File: src/rtl/alu8_pkg.sv
package alu8_pkg;

  localparam int DATA_W = 8;
  localparam int HALF_W = DATA_W / 2;
  localparam int NFLAG  = 6;   // H S V N Z C, status bits 5..0

  // flag positions inside the status byte
  localparam int F_C = 0;
  localparam int F_Z = 1;
  localparam int F_N = 2;
  localparam int F_V = 3;
  localparam int F_S = 4;
  localparam int F_H = 5;

  typedef enum logic [3:0] {
    OP_ADD = 4'd0,  OP_ADC = 4'd1,  OP_SUB = 4'd2,  OP_SBC = 4'd3,
    OP_AND = 4'd4,  OP_OR  = 4'd5,  OP_XOR = 4'd6,  OP_COM = 4'd7,
    OP_NEG = 4'd8,  OP_INC = 4'd9,  OP_DEC = 4'd10, OP_SER = 4'd11
  } alu_op_e;

  typedef struct packed {
    logic [DATA_W-1:0] res;
    logic              h;
    logic              v;
    logic              c;
  } arith_t;

  // a + b + cin with half-carry, carry and signed overflow
  function automatic arith_t add_f(input logic [DATA_W-1:0] a,
                                   input logic [DATA_W-1:0] b,
                                   input logic cin);
    arith_t o;
    logic [DATA_W:0] full;
    logic [HALF_W:0] low;
    full  = {1'b0, a} + {1'b0, b} + {{DATA_W{1'b0}}, cin};
    low   = {1'b0, a[HALF_W-1:0]} + {1'b0, b[HALF_W-1:0]} + {{HALF_W{1'b0}}, cin};
    o.res = full[DATA_W-1:0];
    o.c   = full[DATA_W];
    o.h   = low[HALF_W];
    o.v   = (a[DATA_W-1] == b[DATA_W-1]) && (o.res[DATA_W-1] != a[DATA_W-1]);
    return o;
  endfunction

  // a - b - bin with half-borrow, borrow and signed overflow
  function automatic arith_t sub_f(input logic [DATA_W-1:0] a,
                                   input logic [DATA_W-1:0] b,
                                   input logic bin);
    arith_t o;
    logic [DATA_W:0] full;
    logic [HALF_W:0] low;
    full  = {1'b0, a} - {1'b0, b} - {{DATA_W{1'b0}}, bin};
    low   = {1'b0, a[HALF_W-1:0]} - {1'b0, b[HALF_W-1:0]} - {{HALF_W{1'b0}}, bin};
    o.res = full[DATA_W-1:0];
    o.c   = full[DATA_W];
    o.h   = low[HALF_W];
    o.v   = (a[DATA_W-1] != b[DATA_W-1]) && (o.res[DATA_W-1] != a[DATA_W-1]);
    return o;
  endfunction

endpackage

File: src/rtl/alu8_addsub.sv
module alu8_addsub
  import alu8_pkg::*;
#(
  parameter int W = DATA_W
) (
  input  logic [W-1:0] x,
  input  logic [W-1:0] y,
  input  logic         cin,
  input  logic         sub,
  output logic [W-1:0] res,
  output logic         h,
  output logic         v,
  output logic         c
);
  arith_t sum_r;
  arith_t dif_r;

  always_comb begin
    sum_r = add_f(x, y, cin);
    dif_r = sub_f(x, y, cin);
  end

  assign res = sub ? dif_r.res : sum_r.res;
  assign h   = sub ? dif_r.h   : sum_r.h;
  assign v   = sub ? dif_r.v   : sum_r.v;
  assign c   = sub ? dif_r.c   : sum_r.c;
endmodule

File: src/rtl/alu8_logic.sv
module alu8_logic
  import alu8_pkg::*;
#(
  parameter int W = DATA_W
) (
  input  alu_op_e      op,
  input  logic [W-1:0] a,
  input  logic [W-1:0] b,
  output logic [W-1:0] res
);
  always_comb begin
    unique case (op)
      OP_AND:  res = a & b;
      OP_OR:   res = a | b;
      OP_XOR:  res = a ^ b;
      OP_COM:  res = ~a;
      OP_INC:  res = a + W'(1);
      OP_DEC:  res = a - W'(1);
      OP_SER:  res = {W{1'b1}};
      default: res = a;
    endcase
  end
endmodule

File: src/rtl/alu8_flag_reg.sv
module alu8_flag_reg
  import alu8_pkg::*;
#(
  parameter int NF = NFLAG
) (
  input  logic          clk,
  input  logic          rst_n,
  input  logic          upd_en,
  input  logic [NF-1:0] upd_mask,
  input  logic [NF-1:0] upd_val,
  output logic [7:0]    status
);
  logic [NF-1:0] flags_q;

  always_ff @(posedge clk) begin
    if (!rst_n) flags_q <= '0;
    else if (upd_en) flags_q <= (flags_q & ~upd_mask) | (upd_val & upd_mask);
  end

  assign status = {{(8-NF){1'b0}}, flags_q};

  // sign always agrees with negative xor overflow
  a_r11_sign_is_n_xor_v: assert property (@(posedge clk) disable iff (!rst_n)
    status[F_S] == (status[F_N] ^ status[F_V]));

  // interrupt and bit-store positions are never written here
  a_r1_top_bits_zero: assert property (@(posedge clk) disable iff (!rst_n)
    status[7:6] == 2'b00);
endmodule

File: src/rtl/alu8_status.sv
module alu8_status
  import alu8_pkg::*;
(
  input  logic       clk,
  input  logic       rst_n,
  input  logic       op_valid,
  input  logic [3:0] op,
  input  logic [7:0] opa,
  input  logic [7:0] opb,
  output logic [7:0] result,
  output logic [7:0] status
);
  alu_op_e op_e;
  assign op_e = alu_op_e'(op);

  // named internal events
  logic       is_arith, is_bool, is_step, is_com;
  logic       carry_now, zero_now;
  logic [7:0] as_x, as_y, as_res, lg_res;
  logic       as_cin, as_sub, as_h, as_v, as_c;
  logic       new_n, new_v, new_z, new_c;
  logic [NFLAG-1:0] upd_mask, upd_val;

  assign carry_now = status[F_C];
  assign is_arith  = op_e inside {OP_ADD, OP_ADC, OP_SUB, OP_SBC, OP_NEG};
  assign is_bool   = op_e inside {OP_AND, OP_OR, OP_XOR};
  assign is_step   = op_e inside {OP_INC, OP_DEC};
  assign is_com    = (op_e == OP_COM);

  // operand steering for the shared adder/subtractor
  always_comb begin
    as_x   = opa;
    as_y   = opb;
    as_cin = 1'b0;
    as_sub = 1'b0;
    unique case (op_e)
      OP_ADC: as_cin = carry_now;
      OP_SUB: as_sub = 1'b1;
      OP_SBC: begin as_sub = 1'b1; as_cin = carry_now; end
      OP_NEG: begin as_x = '0; as_y = opa; as_sub = 1'b1; end
      default: ;
    endcase
  end

  alu8_addsub #(.W(DATA_W)) u_addsub (
    .x(as_x), .y(as_y), .cin(as_cin), .sub(as_sub),
    .res(as_res), .h(as_h), .v(as_v), .c(as_c)
  );

  alu8_logic #(.W(DATA_W)) u_logic (
    .op(op_e), .a(opa), .b(opb), .res(lg_res)
  );

  assign result   = is_arith ? as_res : lg_res;
  assign zero_now = (result == '0);

  // per-operation flag values and write masks
  always_comb begin
    new_n = result[DATA_W-1];
    new_z = zero_now;
    new_c = as_c;
    new_v = 1'b0;
    upd_mask = '0;
    if (is_arith) begin
      new_v = as_v;
      if (op_e == OP_SBC) new_z = zero_now & status[F_Z];
      upd_mask = '1;
    end else if (is_bool) begin
      upd_mask[F_S] = 1'b1; upd_mask[F_V] = 1'b1;
      upd_mask[F_N] = 1'b1; upd_mask[F_Z] = 1'b1;
    end else if (is_step) begin
      new_v = (op_e == OP_INC) ? (result == 8'h80) : (result == 8'h7F);
      upd_mask[F_S] = 1'b1; upd_mask[F_V] = 1'b1;
      upd_mask[F_N] = 1'b1; upd_mask[F_Z] = 1'b1;
    end else if (is_com) begin
      new_c = 1'b1;
      upd_mask[F_S] = 1'b1; upd_mask[F_V] = 1'b1;
      upd_mask[F_N] = 1'b1; upd_mask[F_Z] = 1'b1; upd_mask[F_C] = 1'b1;
    end
    upd_val        = '0;
    upd_val[F_H]   = as_h;
    upd_val[F_S]   = new_n ^ new_v;
    upd_val[F_V]   = new_v;
    upd_val[F_N]   = new_n;
    upd_val[F_Z]   = new_z;
    upd_val[F_C]   = new_c;
  end

  alu8_flag_reg #(.NF(NFLAG)) u_flags (
    .clk(clk), .rst_n(rst_n), .upd_en(op_valid),
    .upd_mask(upd_mask), .upd_val(upd_val), .status(status)
  );

  // set-all-ones leaves every flag alone
  a_r10_ser_no_flags: assert property (@(posedge clk) disable iff (!rst_n)
    (op_valid && op == 4'd11) |=> $stable(status));

  // no valid strobe, no flag change
  a_r2_idle_holds: assert property (@(posedge clk) disable iff (!rst_n)
    !op_valid |=> $stable(status));

  // one's complement forces carry high and overflow low
  a_r8_com_carry: assert property (@(posedge clk) disable iff (!rst_n)
    (op_valid && op == 4'd7) |=> (status[F_C] && !status[F_V]));

  // nonzero subtract-with-carry result clears Z
  a_r5_sbc_nonzero_clears_z: assert property (@(posedge clk) disable iff (!rst_n)
    (op_valid && op == 4'd3 && result != 8'h00) |=> !status[F_Z]);

  // logic ops keep carry and half-carry
  a_r7_logic_keeps_ch: assert property (@(posedge clk) disable iff (!rst_n)
    (op_valid && (op == 4'd4 || op == 4'd5 || op == 4'd6)) |=>
      (status[F_C] == $past(status[F_C]) && status[F_H] == $past(status[F_H])));

  // increment from 0x7F overflows
  a_r9_inc_overflow: assert property (@(posedge clk) disable iff (!rst_n)
    (op_valid && op == 4'd9 && opa == 8'h7F) |=> status[F_V]);
endmodule

File: config.mk
export PLATFORM = sky130hd
export DESIGN_NAME = alu8_status
export DESIGN_NICKNAME = d
export VERILOG_FILES = /design/src/rtl/alu8_pkg.sv /design/src/rtl/alu8_addsub.sv /design/src/rtl/alu8_logic.sv /design/src/rtl/alu8_flag_reg.sv /design/src/rtl/alu8_status.sv
export SDC_FILE = /design/constraint.sdc
export NUM_CORES = 1
export LEC_CHECK = 0
export BUFFER_PORTS_ARGS = -buffer_cell sky130_fd_sc_hd__buf_2
export CAP_MARGIN = 20
export CORE_ASPECT_RATIO = 1.1
export CORE_MARGIN = 2
export CORE_UTILIZATION = 45
export DETAILED_ROUTE_END_ITERATION = 10
export PLACE_DENSITY = 0.71
export SETUP_SLACK_MARGIN = 0.1
export SYNTH_ARGS = -nofsm -noshare
export SYNTH_HDL_FRONTEND = slang
export SYNTH_SLANG_ARGS = --single-unit
export TNS_END_PERCENT = 100
File: constraint.sdc
create_clock -name clk -period 11.4 [get_ports clk]
set_input_delay 0.57 -clock clk [delete_from_list [all_inputs] [get_ports clk]]
set_output_delay 0.57 -clock clk [all_outputs]
set_load 0.02 [all_outputs]
# After elaboration in Yosys (flattened, before gate mapping)
# Index checks and enable logic that the tools add are counted.
# word_totals
regBits,6
in_bits,23
elab_cells,74
# op_classes
addsub,10
eq_ne,17
n_mux,27
bitwise_logic,10
reduce_logical,9
# ops
cell,count
8-bit one-hot mux with 7 select lines,1
8-bit two-way mux,4
1-bit two-way mux,18
4-bit by 3-bit equality test with 1-bit output (second input constant),4
4-bit equality test (second input constant),4
6-bit AND,2
5-bit two-way mux,2
8-bit by 8-bit adder with 9-bit output,1
9-bit by 1-bit adder with 9-bit output,1
8-bit by 8-bit subtractor with 9-bit output,1
9-bit by 1-bit subtractor with 9-bit output,1
8-bit by 1-bit adder with 8-bit output (second input constant),1
8-bit AND,1
4-bit by 2-bit equality test with 1-bit output (second input constant),2
8-bit by 7-bit equality test with 1-bit output (second input constant),1
8-bit equality test (second input constant),1
8-bit logical NOT,1
4-bit two-way mux,2
8-bit inverter,1
8-bit bitwise OR,1
8-bit by 1-bit subtractor with 8-bit output (second input constant),1
8-bit bitwise XOR,1
6-bit inverter,1
6-bit bitwise OR,1
other kinds (16),19

# Longest topological paths before layout
# logic_depth
depth_word,14
ltp_mapped,18

# By module
# Synthesis repeated with hierarchy kept, for this count alone.
# hier_totals
cells_unflattened,399
area_unflattened_um2,2920.3
# by_module_without_submodules
mod,n_inst,cells_each,area_each_um2,seq_area_each_um2
alu8_logic,1,167,1126.1,0.0
alu8_addsub,1,124,954.7,0.0
alu8_status,1,74,561.8,0.0
alu8_flag_reg,1,34,277.8,120.1

# Worst setup path before layout
# OpenSTA, ideal clock, no wires.
# synth_timing
path_kind,input -> output
startpoint,input port op[1]
endpoint,output port result[5]
arrival_time_ps,4277
required_ps,10830
setup_slack_ps,6553
cell_stages,12
cell_sequence,buf_2 -> nor4b_1 -> clkbuf_1 -> clkbuf_1 -> o21ai_0 -> ha_1 -> ha_1 -> or4_1 -> a31oi_4 -> nor2_1 -> xnor2_1 -> a221oi_1
# synth_via
elab_chain_cells,6
# synth_lines
element,line_no,rtl
start: declaration,alu8_status.sv:7,"input logic [3:0] op,"
4-bit equality test (tied with other cells),"alu8_status.sv:25, alu8_status.sv:36",
8-bit two-way mux or 2-bit OR reduction (tied branches),n/a,
8-bit by 8-bit adder with 9-bit output (tied with other cells),alu8_pkg.sv:35,"full = {1'b0, a} + {1'b0, b} + {{DATA_W{1'b0}}, cin};"
9-bit by 1-bit adder with 9-bit output or 9-bit by 1-bit subtractor with 9-bit output (tied branches),"alu8_pkg.sv:35, alu8_pkg.sv:51",
8-bit two-way mux,alu8_addsub.sv:23,assign res = sub ? dif_r.res : sum_r.res;
8-bit two-way mux (*),alu8_status.sv:54,assign result = is_arith ? as_res : lg_res;
end: declaration,alu8_status.sv:10,"output logic [7:0] result,"
# Mark *: on every way between the ends. The rest lies on a longest branch, timed or not.

# Final worst setup path
# layout_timing
startpoint,input port op[3]
endpoint,output port result[5]
# The elaborated chain is that of the path after synthesis.

==> out/metrics.cfg <==
[die]
die_h_um=83.4
initial_core_util_pct=47.2
die_w_um=76.2
num_io_pins=39
core-area_um2=5470
rows=28
die_area_um2=6350

[global_routing]
grt_pass1_vias=2496
track_usage_pct=23.5
grt_max_degree=37
grt_antenna_before_repair=0
overflow=0
grt_pass1_wl_um=12400

[timing]
setup_slack_ps=6190
hold_ws_ps=459
fin_tns_setup_ps=0
clock.fmax_mhz=192
setup_viol=0
fin_crit_ps=5210
maxSlewHeadroom_pct=44.6
drv_slew=0
worst_pin_slew_ps=831
final_hold_viol_count=0
period_share_pct=45.7
clock_skew_ps=2.03
rsz0062_at_grt=no

[placement]
port_buffers=36
dpl_cell_area_um2=2750
hpwl_um=5880
gp_congestion=0.960
pre_cts_slack_ps=6290

[cells_and_area]
final_common_cell=inv_1
stdcell_area_um2=2800
num_antenna_cells=0
drive_above_1_share_pct=16.3
layout.nets=440
areaGrowthSynthToFinish_pct=8.39
mostFrequentLayoutCells=inv_1, ha_1, buf_2

[logic_synthesis]
synth_flop_cell=dfxtp_1
yosys_warnings=0
synth_area_leaders=ha_1, inv_1, o21ai_0
avgSynthCellArea_um2=7.22
async_flop_share_pct=0
synth_cell_types=68
synth_seq_area_share_pct=4.66
synthCells=357
synth-seq-cells=6
yosysTopAreaCell=ha_1
synth-edff-count=0
synth_area_um2=2580
yosys.area.top_type_share_pct=17.5

[clocking]
ctsHoldBuffers=0
cts-root-buf=clkbuf_8
clk_pin_slew_ps=30
cts_setup_buffers=0
cts_sinks=6
cts_buffers=3
clk_latency_ps=220
clockBufferDepth=2
ctsHtreeMaxLevel=1
cts_tree=yes
post_cts_resized=0

[worst_setup_path]
critPathRequiredTime_ps=10830
cp-start-kind=input port
worstPathMaxFanout=31
critPathKind=in2out
cp-end-kind=output port
arrival_ps=4640

[power]
power_frac_comb_pct=72.8
power_density_nw_per_um2=72.3
power_switching_uw=99.8
p_int_uw=102
vdd_drop_max_uv=72.0
p_leak_uw=0.00129
p_clk_share_pct=15.5
seq_power_share_pct=11.7
sw_frac_of_total_pct=49.4

[drt]
wirelength_um=7350
drt-initial-drc-count=313
dr.pass1.iters=6
drtAntennaViolNets=0
routed_via_density=5.92
wl_per_cell_um=16.3
vias=2662
drcViolationCount=0

[run_status]
status=completed

[hold_path]
hold_class=reg2reg

[flow_run]
drv_cap=0

through the flow:
stage / total power (uW) / instances / utilization (%)
after floorplan: 134 / 358 / -
after global placement: 166 / 447 / 50.4
after detailed placement: 169 / 447 / 50.4
after CTS: 201 / 450 / 51.1
after global routing: 220 / 450 / 51.1
final: 202 / 450 / 51.1
power by group through the flow:
stage          Clock, uW  Sequential [uW]  Combinational, uW
2_1_floorplan          0             25.9                108
3_3_place_gp           0             24.0                142
3_5_place_dp           0             24.1                145
4_1_cts             32.1             23.8                145
5_1_grt             34.6             23.9                161
6_report            31.3             23.7                147
routing by layer:
layer	wire length, um	GRT usage, %
met5	0	0
met4	185	6.94
met3	454	2.28
met2	3370	38.6
met1	3340	32.5
final cells by class:
class	instances	area, um2
clock buffers	3	41.3
fillers	544	2670
inverters	43	161
multi-input cells	286	2190
flip-flops and latches	6	120
well taps	75	93.8
repair buffers	37	188
synth_stat cells, drive strengths merged (8+ instances only):
cell / number
a21oi: 21
buf: 13
clkbuf: 10
nor2: 29
xnor2: 13
inv: 43
nand3: 9
nor3: 8
ha: 36
o21ai: 26
nand2: 25
logic make-up (layout without fill, tap and decap cells):
| group | after synthesis | in the layout | synth area share [%] |
|---|---|---|---|
| buffers and inverters | 66 | 83 | 10.8 |
| DFF | 6 | 6 | 4.66 |
| other | 1 | 2 | 0.145 |
| adders and majority gates | 40 | 40 | 20.6 |
| and+or+nand+nor | 111 | 111 | 24.1 |
| muxes | 8 | 8 | 3.59 |
| xor gates and xnor gates | 20 | 20 | 6.79 |
| AOI/OAI and AO/OA | 105 | 105 | 29.4 |
worst paths after layout:
check,startpoint,endpoint,slack [ps],depth (start not counted)
worst max-delay path,op[3],result[5],6190,13
worst min-delay path,register,register,460,2
worst max register to register,register,register,8060,13
worst min register to register,register,register,460,2
worst max-delay path: stages:
cell	delay [ps]
buf_2	400
nor4b_2	580
buf_4	310
nand2_1	70
o21ai_0	110
ha_1	320
ha_1	240
or4_1	580
a31oi_4	190
nor2_1	80
xnor2_1	130
a221oi_1	740
buf_2	300
No activity file was read; power rests on OpenSTA's default activity.
